===== src/rtl/ictr_pkg.sv =====
package ictr_pkg;

  typedef enum logic [2:0] {
    M_TIMEOUT      = 3'd0,
    M_TRIG_ONESHOT = 3'd1,
    M_RATE         = 3'd2,
    M_SQUARE       = 3'd3,
    M_SW_STROBE    = 3'd4,
    M_HW_STROBE    = 3'd5
  } op_mode_t;

  // codes 6 and 7 alias the periodic modes 2 and 3
  function automatic op_mode_t fold_mode(input logic [2:0] code);
    if (code[2:1] == 2'b11) return op_mode_t'({1'b0, code[1:0]});
    return op_mode_t'(code);
  endfunction

endpackage


===== src/rtl/ictr_step.sv =====
// Combinational decrement by one or two, binary or packed decimal.
module ictr_step #(
  parameter int WIDTH = 16
) (
  input  logic [WIDTH-1:0] value,
  input  logic             step_two,
  input  logic             bcd,
  output logic [WIDTH-1:0] result
);
  localparam int DIGITS = WIDTH / 4;

  logic [WIDTH-1:0] bin_res;
  logic [WIDTH-1:0] dec_res;
  logic [DIGITS-1:0] borrow;

  assign bin_res = value - (step_two ? WIDTH'(2) : WIDTH'(1));

  for (genvar g = 0; g < DIGITS; g++) begin : g_dig
    logic [4:0] digit;
    logic [4:0] take;
    assign digit = {1'b0, value[4*g +: 4]};
    if (g == 0) begin : g_lsd
      assign take = step_two ? 5'd2 : 5'd1;
    end else begin : g_upper
      assign take = {4'd0, borrow[g-1]};
    end
    assign dec_res[4*g +: 4] = (digit < take) ? 4'(digit + 5'd10 - take)
                                              : 4'(digit - take);
    if (g < DIGITS - 1) begin : g_chain
      assign borrow[g] = digit < take;
    end else begin : g_top
      assign borrow[g] = 1'b0;
    end
  end

  assign result = bcd ? dec_res : bin_res;
endmodule


===== src/rtl/ictr_trigger.sv =====
// Gate rising-edge detector; the edge is held until a count-enable pulse.
module ictr_trigger (
  input  logic clk,
  input  logic rst,
  input  logic gate,
  input  logic consume,
  input  logic clear,
  output logic trig_now
);
  logic gate_d;
  logic trig_q;
  logic rise;

  assign rise     = gate & ~gate_d;
  assign trig_now = trig_q | rise;

  always_ff @(posedge clk) begin
    if (rst) begin
      gate_d <= 1'b0;
      trig_q <= 1'b0;
    end else begin
      gate_d <= gate;
      if (clear || consume) trig_q <= 1'b0;
      else if (rise)        trig_q <= 1'b1;
    end
  end
endmodule


===== src/rtl/ictr_core.sv =====
// Mode sequencing, counter register and output pin for one channel.
module ictr_core
  import ictr_pkg::*;
#(
  parameter int WIDTH = 16
) (
  input  logic             clk,
  input  logic             rst,
  input  logic             load,
  input  logic [WIDTH-1:0] load_value,
  input  logic [2:0]       mode_code,
  input  logic             bcd_in,
  input  logic             gate,
  input  logic             tick,
  input  logic             trig_now,
  input  logic [WIDTH-1:0] dec_value,
  output logic             step_two,
  output logic             bcd_mode,
  output logic [WIDTH-1:0] count,
  output logic             out,
  output logic             pending
);
  localparam logic [WIDTH-1:0] CNT_ONE = WIDTH'(1);
  localparam logic [WIDTH-1:0] CNT_TWO = WIDTH'(2);

  op_mode_t         mode_q;
  logic [WIDTH-1:0] init_q;
  logic [WIDTH-1:0] init_even;
  logic             active_q;
  logic             fired_q;
  logic             stretch_q;
  op_mode_t         new_mode;

  assign new_mode  = fold_mode(mode_code);
  assign init_even = {init_q[WIDTH-1:1], 1'b0};
  assign step_two  = (mode_q == M_SQUARE);

  always_ff @(posedge clk) begin
    if (rst) begin
      mode_q    <= M_TIMEOUT;
      bcd_mode  <= 1'b0;
      init_q    <= '0;
      count     <= '0;
      out       <= 1'b1;
      pending   <= 1'b0;
      active_q  <= 1'b0;
      fired_q   <= 1'b0;
      stretch_q <= 1'b0;
    end else if (load) begin
      mode_q    <= new_mode;
      bcd_mode  <= bcd_in;
      init_q    <= load_value;
      pending   <= 1'b1;
      active_q  <= 1'b0;
      fired_q   <= 1'b0;
      stretch_q <= 1'b0;
      out       <= (new_mode != M_TIMEOUT);
    end else begin
      if (mode_q == M_RATE && !gate) out <= 1'b1;
      if (tick) begin
        case (mode_q)
          M_TIMEOUT: begin
            if (pending) begin
              count    <= init_q;
              pending  <= 1'b0;
              active_q <= 1'b1;
            end else if (active_q && gate) begin
              count <= dec_value;
              if (count == CNT_ONE) out <= 1'b1;
            end
          end
          M_TRIG_ONESHOT: begin
            if (trig_now && (pending || active_q)) begin
              count    <= init_q;
              out      <= 1'b0;
              pending  <= 1'b0;
              active_q <= 1'b1;
            end else if (active_q) begin
              count <= dec_value;
              if (count == CNT_ONE) out <= 1'b1;
            end
          end
          M_RATE: begin
            if (pending) begin
              count    <= init_q;
              out      <= 1'b1;
              pending  <= 1'b0;
              active_q <= 1'b1;
            end else if (active_q && gate) begin
              if (count == CNT_ONE) begin
                count <= init_q;
                out   <= 1'b1;
              end else begin
                count <= dec_value;
                out   <= (count != CNT_TWO);
              end
            end
          end
          M_SQUARE: begin
            if (pending) begin
              count     <= init_even;
              out       <= 1'b1;
              stretch_q <= 1'b0;
              pending   <= 1'b0;
              active_q  <= 1'b1;
            end else if (active_q && gate) begin
              if (count == CNT_TWO) begin
                if (out && init_q[0] && !stretch_q) begin
                  stretch_q <= 1'b1;
                end else begin
                  out       <= ~out;
                  count     <= init_even;
                  stretch_q <= 1'b0;
                end
              end else begin
                count <= dec_value;
              end
            end
          end
          M_SW_STROBE: begin
            out <= 1'b1;
            if (pending) begin
              count    <= init_q;
              pending  <= 1'b0;
              active_q <= 1'b1;
            end else if (active_q && gate) begin
              count <= dec_value;
              if (count == CNT_ONE && !fired_q) begin
                out     <= 1'b0;
                fired_q <= 1'b1;
              end
            end
          end
          M_HW_STROBE: begin
            out <= 1'b1;
            if (trig_now && (pending || active_q)) begin
              count    <= init_q;
              pending  <= 1'b0;
              active_q <= 1'b1;
              fired_q  <= 1'b0;
            end else if (active_q) begin
              count <= dec_value;
              if (count == CNT_ONE && !fired_q) begin
                out     <= 1'b0;
                fired_q <= 1'b1;
              end
            end
          end
          default: ;
        endcase
      end
    end
  end
endmodule


===== src/rtl/interval_counter_channel.sv =====
module interval_counter_channel #(
  parameter int WIDTH = 16
) (
  input  logic             clk,
  input  logic             rst,
  input  logic             cnt_en,
  input  logic             load,
  input  logic [WIDTH-1:0] load_value,
  input  logic [2:0]       mode_sel,
  input  logic             bcd_sel,
  input  logic             gate,
  output logic [WIDTH-1:0] count_q,
  output logic             out_pin,
  output logic             count_loaded
);
  logic [WIDTH-1:0] dec_value;
  logic             step_two;
  logic             bcd_mode;
  logic             trig_now;

  ictr_step #(.WIDTH(WIDTH)) u_step (
    .value    (count_q),
    .step_two (step_two),
    .bcd      (bcd_mode),
    .result   (dec_value)
  );

  ictr_trigger u_trig (
    .clk      (clk),
    .rst      (rst),
    .gate     (gate),
    .consume  (cnt_en),
    .clear    (load),
    .trig_now (trig_now)
  );

  ictr_core #(.WIDTH(WIDTH)) u_core (
    .clk        (clk),
    .rst        (rst),
    .load       (load),
    .load_value (load_value),
    .mode_code  (mode_sel),
    .bcd_in     (bcd_sel),
    .gate       (gate),
    .tick       (cnt_en),
    .trig_now   (trig_now),
    .dec_value  (dec_value),
    .step_two   (step_two),
    .bcd_mode   (bcd_mode),
    .count      (count_q),
    .out        (out_pin),
    .pending    (count_loaded)
  );
endmodule


===== config.mk =====
export PLATFORM = sky130hd
export DESIGN_NAME = interval_counter_channel
export DESIGN_NICKNAME = d
export VERILOG_FILES = /design/src/rtl/ictr_pkg.sv /design/src/rtl/ictr_step.sv /design/src/rtl/ictr_trigger.sv /design/src/rtl/ictr_core.sv /design/src/rtl/interval_counter_channel.sv
export SDC_FILE = /design/constraint.sdc
export NUM_CORES = 1
export LEC_CHECK = 0
export BUFFER_PORTS_ARGS = -buffer_cell sky130_fd_sc_hd__clkbuf_2
export CAP_MARGIN = 10
export CORE_UTILIZATION = 59
export DETAILED_ROUTE_END_ITERATION = 6
export PLACE_DENSITY_LB_ADDON = 0.25
export SYNTH_ARGS = -nofsm -noshare
export SYNTH_HDL_FRONTEND = slang
export SYNTH_SLANG_ARGS = --single-unit

===== constraint.sdc =====
create_clock -name clk -period 5 [get_ports clk]
set_clock_uncertainty 0.05 [all_clocks]
set_input_delay 0.25 -clock clk [delete_from_list [all_inputs] [get_ports clk]]
set_output_delay 0.25 -clock clk [all_outputs]
set_load 0.01 [all_outputs]

# After elaboration in Yosys (flattened, before gate mapping)

Index checks and enable logic that the tools add are counted.

Register bits after elaboration: 43
Input bits: 25
Output and inout bits: 18
Word-level logic and storage cells: 143

Add/subtract/negate cells: 13
Magnitude comparators: 4
Equal/unequal tests: 20
Mux-type cells: 60
Bitwise operators: 5
Reduce and logical (&&, ||, !) cells: 30

Operators with widths:

| operator                                                         | number |
|---|---|
| 16-bit 2-to-1 mux                                                | 12 |
| 16-bit case mux with 4 select lines                              | 1 |
| 1-bit 2-to-1 mux                                                 | 35 |
| 4-bit by 1-bit subtractor with 4-bit output                      | 6 |
| 4-bit adder, second input constant                               | 4 |
| 16-bit by 1-bit == test with 1-bit output, second input constant | 1 |
| 16-bit by 2-bit == test with 1-bit output, second input constant | 1 |
| 4-bit 2-to-1 mux                                                 | 4 |
| 16-bit by 2-bit != test with 1-bit output, second input constant | 1 |
| 16-bit subtractor                                                | 1 |
| 3-bit by 1-bit != test with 1-bit output, second input constant  | 5 |
| 4-bit by 1-bit < comparator with 1-bit output                    | 3 |
| 2-bit nonzero test                                               | 5 |
| 4-bit AND reduction                                              | 2 |
| 8-bit AND reduction                                              | 1 |
| 2-bit OR reduction                                               | 4 |
| 4-bit subtractor                                                 | 2 |
| 3-bit by 2-bit == test with 1-bit output, second input constant  | 2 |
| 3-bit == test, second input constant                             | 2 |
| 1-bit logical AND                                                | 6 |
| 3-bit 2-to-1 mux                                                 | 2 |
| 2-bit by 1-bit != test with 1-bit output, second input constant  | 3 |
| 1-bit case mux with 2 select lines                               | 3 |
| 1-bit case mux with 6 select lines                               | 1 |
| 18 further kinds                                                 | 25 |

# Depth between registers and ports, before layout

Word-level depth: 12
Gate-level depth with buffers: 25
Mapped depth without buffers: 23

# By module

A second synthesis with hierarchy kept.

Cells, all modules: 415
Area total of the unflattened synthesis: 3328.2 um2

Modules (own cells, without submodules):

| module       | times used | cells an instance | area each (um2) | seq. area each (um2) |
|---|---|---|---|---|
| ictr_core    | 1          | 261               | 2195.9          | 820.8 |
| ictr_step    | 1          | 147               | 1053.5          | 0.0 |
| ictr_trigger | 1          | 7                 | 78.8            | 40.0 |

# Worst setup path before layout

No wires, ideal clock.

Path type: flip-flop to flip-flop
Start: register u_core.mode_q[2]
End: register u_core.count[14]
Setup time: 91 ps
Arrival: 4148 ps
Data required time: 4859 ps
Path slack: 711 ps
Stages on the path, launching flop included: 26
Buffers on the path: 2
Clock period less this slack: 4289 ps
Cells stage by stage: dfxtp_1 buf_2 nor2b_1 nand2_1 clkinv_1 ha_1 nand2b_1 and3_1 ha_1 ha_1 nand2_1 inv_1 ha_1 ha_1 and2_1 clkbuf_1 ha_1 inv_1 ha_1 inv_1 ha_1 nand2b_1 a21oi_1 a311o_1 o211ai_1 a311oi_1

Longest elaborated chain between the ends: 12
Elaborated cells on any way between the ends: 37
Those cells by class: add/sub: 3; order compare: 4; eq/ne: 10; mux: 15; reduce/logical: 5

Ends and longest elaborated chain:

| what                                                                      | RTL line                          | RTL |
|---|---|---|
| from (decl)                                                               | ictr_core.sv:26                   | `op_mode_t mode_q;` |
| from (signal assigned)                                                    | ictr_core.sv:50                   | `mode_q <= new_mode;` |
| 3-bit by 2-bit == test with 1-bit output                                  | ictr_core.sv:36, ictr_core.sv:61  |  |
| 2-bit 2-to-1 mux                                                          | ictr_step.sv:16, ictr_step.sv:23  |  |
| 4-bit by 5-bit < comparator with 1-bit output                             | ictr_step.sv:30                   | `assign borrow[g] = digit < take;` |
| 4-bit by 1-bit < comparator with 1-bit output (2 in a row)                | ictr_step.sv:30                   |  |
| 4-bit by 1-bit subtractor with 4-bit output, or another cell as far along | ictr_step.sv:28                   | `: 4'(digit - take);` |
| 4-bit 2-to-1 mux                                                          | ictr_step.sv:27                   | `assign dec_res[4*g +: 4] = (digit < take) ? 4'(digit + 5'd10 - take)` |
| 16-bit 2-to-1 mux                                                         | ictr_step.sv:36                   | `assign result = bcd ? dec_res : bin_res;` |
| 16-bit 2-to-1 mux (on tied branches)                                      | ictr_core.sv:107, ictr_core.sv:90 |  |
| 16-bit 2-to-1 mux (on tied branches)                                      | ictr_core.sv:106, ictr_core.sv:89 |  |
| 16-bit 2-to-1 mux (on tied branches)                                      | ictr_core.sv:100, ictr_core.sv:84 |  |
| 16-bit case mux with 4 select lines                                       | ictr_core.sv:61                   | `case (mode_q)` |
| to (signal assigned)                                                      | ictr_core.sv:64                   | `count <= init_q;` |
| to (signal assigned)                                                      | ictr_core.sv:101                  | `count <= init_even;` |
| to (signal assigned)                                                      | ictr_core.sv:112                  | `count <= init_even;` |
| to (decl)                                                                 | ictr_core.sv:19                   | `output logic [WIDTH-1:0] count,` |

Parallel ways exist; a longest one is shown, timed or not. The select of a mux whose other input is x is not followed.
A chain may end at the register's enable or synchronous reset.

# Worst setup path after layout

Same ends and word-level chain as after synthesis.

==> metrics.cfg <==
[global_routing]
grt_max_degree=40
grt_pass1_vias=3012
grt_pass1_wl_um=14500
gr-total-overflow=0
antenna_found_initial=0
track_usage_pct=30.4

[synthesis]
synth_area_sq_mm=0.00331
synth.most_common_cell=dfxtp_1
syn_nets=454
ys_types=65
yosys_most_used_dff=dfxtp_1
syn_area_per_cell_sq_um=8.22
synth_edf_count=0
synth_seq_cells=43
syn_inst=403
yosysTopAreaCell=dfxtp_1
yosys-top-cells-area=dfxtp_1 (26%), ha_1 (9.1%), mux2i_1 (7.9%)
ys_warn_count=0
synth_top_cell_area_share_pct=26.0
synthTopCellsByCount=dfxtp_1 (43), inv_1 (36), nor2_1 (34), nand2_1 (31), mux2i_1 (26)
ys_seq_area_share_pct=26.0
postSynth.asyncResetShare_pct=0

[clocking]
cts.sinks=43
cts_inserted_buffers=5
cts_buffer_depth=2
cts_hold_buf=0
cts_tree=done
clk_pin_slew_worst_paths_ps=80
clk_latency_ps=300
root_buffer=clkbuf_8
htreeDepth=2

[die]
fp.dieH_um=76.9
rows=26
io_pins=43
fp.dieW_um=76.9
dieArea_sq_mm=0.00592
start_util_pct=62.8
coreArea_sq_mm=0.00527

[critical_path]
cp-endpoint=u_core.count[14]$_SDFFE_PP0P_
start_kind=flip-flop
required_ps=5150
reg2reg_depth=23
worstSetupStartpoint=u_core.mode_q[2]$_SDFFE_PP0P_
crit_type=reg -> reg
r2r_start=u_core.mode_q[2]$_SDFFE_PP0P_
cp-end-kind=flip-flop
critPathArrivalTime_ps=4760
rr_endpoint=u_core.count[14]$_SDFFE_PP0P_
cp_max_fo=10
rrSetupSlack_ps=380

[route]
drc=0
vias_per_cell=6.46
drt_wl_total_um=8610
dr.pass1.iters=5
wl_per_cell_um=17.1
drt_iter0_drc=303
drtAntennaViolNets=0
vias=3262

[sta]
min_period_over_period_pct=92.4
fmax_mhz=217
tightest_slew_ps=1140
relSlewSlack_pct=23.7
fin_ws_ps=382
tns_ps=0
rsz0062_at_grt=false
hold_viol=0
setup_viol=0
drv_slew=0
min_period_ps=4620

[final_layout]
fillers=444
final_nets=485
antennaDiodeCount=0
postLayoutCellArea_sq_mm=0.00368
area_growth_pct=11.1
regArea_sq_um=862
drive_above_1_share_pct=16.6
multiInputGateArea_sq_mm=0.00221

[power]
p_leak_nw=1.51
ir_drop_v=0.000219
p_per_area_mw_per_mm2=285

[placement]
gp_congestion=0.940
place_hpwl_um=6300
placement.io_buffers=42
dpl_worst_slack_ps=195
dpl-instance-area_sq_mm=0.00352

[worst_hold_path]
hold_start=load_value[10]
hp-class=in -> reg

[flow_run]
cap_viol_max_count=0

[status]
status=finished clean

==> timing repair <==
action | in CTS | in global routing
buffers inserted | 0 | 2
gates resized for setup | 0 | 3
setup endpoints to repair | 0 | 2
endpoints found under the hold margin | 0 | 0
==> stage by stage <==
stage          total power, W  utilization [%]  cells  hold slack [ps]
2_1_floorplan        0.000645                -    403              328
3_3_place_gp         0.000717             66.9    495              421
3_5_place_dp         0.000729             66.9    495              431
4_1_cts               0.00105             69.4    503              136
5_1_grt               0.00111             69.8    505              139
6_report              0.00105             69.8    505              139
==> cells in the final DEF (no fill, tap or decap), drive strengths merged, types with 3 or more instances in the layout <==
master | netlist | layout
clkbuf | 9 | 48
dfxtp | 43 | 43
inv | 36 | 36
nor2 | 35 | 35
nand2 | 31 | 31
mux2i | 26 | 26
ha | 24 | 24
a21oi | 22 | 22
xnor2 | 12 | 12
a311oi | 12 | 12
o211ai | 11 | 11
nand3 | 11 | 11
nand2b | 8 | 8
nor3b | 8 | 8
nand4 | 7 | 7
o21ai | 7 | 7
a211oi | 6 | 6
nor3 | 6 | 6
buf | 14 | 5
nor2b | 5 | 5
o311ai | 5 | 5
and2 | 4 | 4
a21o | 4 | 4
a211o | 4 | 4
a31oi | 4 | 4
and3 | 3 | 3
nor4 | 3 | 3
nand3b | 3 | 3
a311o | 3 | 3
o32ai | 3 | 3
a2111oi | 3 | 3
o221a | 3 | 3
a41oi | 3 | 3
==> report_power, final <==
part	switching [W]	internal, W
clock network	0.000120	0.000200
logic	0.000195	0.000148
registers	0.0000264	0.000361
total	0.000341	0.000709
==> sequential cells by signal, summed over array words and instances (netlist names) <==
name              flops
u_core.count         16
u_core.init_q        16
u_core.mode_q         3
u_core.active_q       1
u_core.bcd_mode       1
u_core.fired_q        1
u_core.out            1
u_core.pending        1
u_core.stretch_q      1
u_trig.gate_d         1
u_trig.trig_q         1
==> cell type report <==
class                      instances  share of cell area (%)
clock buffer                       6                    1.97
inverter                          37                    3.88
tap                               70                    2.38
sequential                        43                    23.4
timing repair buffer              47                    6.73
clock inverter                     2                    1.63
multi-input combinational        300                    60.0
==> routing by layer <==
layer  up-vias  wire length, um  global-route usage (%)
met5         -                0                       0
met4         0              157                    10.6
met3        18              722                    4.29
met2       182             3760                    45.7
met1      1516             3980                    43.9
li1       1546                -                       -
==> cell families (layout without fill, tap and decap cells) <==
kind of cell | Yosys count | in the layout | synth area share [%]
simple gates | 131 | 131 | 21.1
compound gates | 104 | 104 | 23.9
buf+inv | 60 | 92 | 7.41
flops | 43 | 43 | 26.0
mux | 27 | 27 | 8.20
fa+ha+maj | 26 | 26 | 10.3
xor+xnor | 12 | 12 | 3.17
==> how the worst min path moves through the flow <==
stage | end | cells after the start
4_1_cts | u_core.init_q[10]$_SDFFE_PP0P_ | 3
3_5_place_dp | u_core.init_q[6]$_SDFFE_PP0P_ | 2
3_3_place_gp | u_core.stretch_q$_SDFFE_PP0P_ | 2
5_1_grt | u_core.init_q[10]$_SDFFE_PP0P_ | 3
6_report | u_core.init_q[10]$_SDFFE_PP0P_ | 3
2_1_floorplan | u_trig.gate_d$_SDFF_PP0_ | 1
==> critical path, stage by stage (launching register included) <==
cell,delay [ps]
dfxtp_2,420
nor2b_2,100
nand2_1,190
clkinvlp_4,180
ha_1,320
nand2b_1,140
and3_1,260
ha_1,200
ha_1,200
nand2_1,170
inv_1,110
ha_1,220
ha_1,200
and2_1,240
ha_1,210
inv_1,50
ha_1,130
inv_1,40
ha_1,280
nand2b_1,150
a21oi_1,150
a311o_1,130
o211ai_1,90
a311oi_1,290
Note: power is estimated with default switching activity, not from simulation.
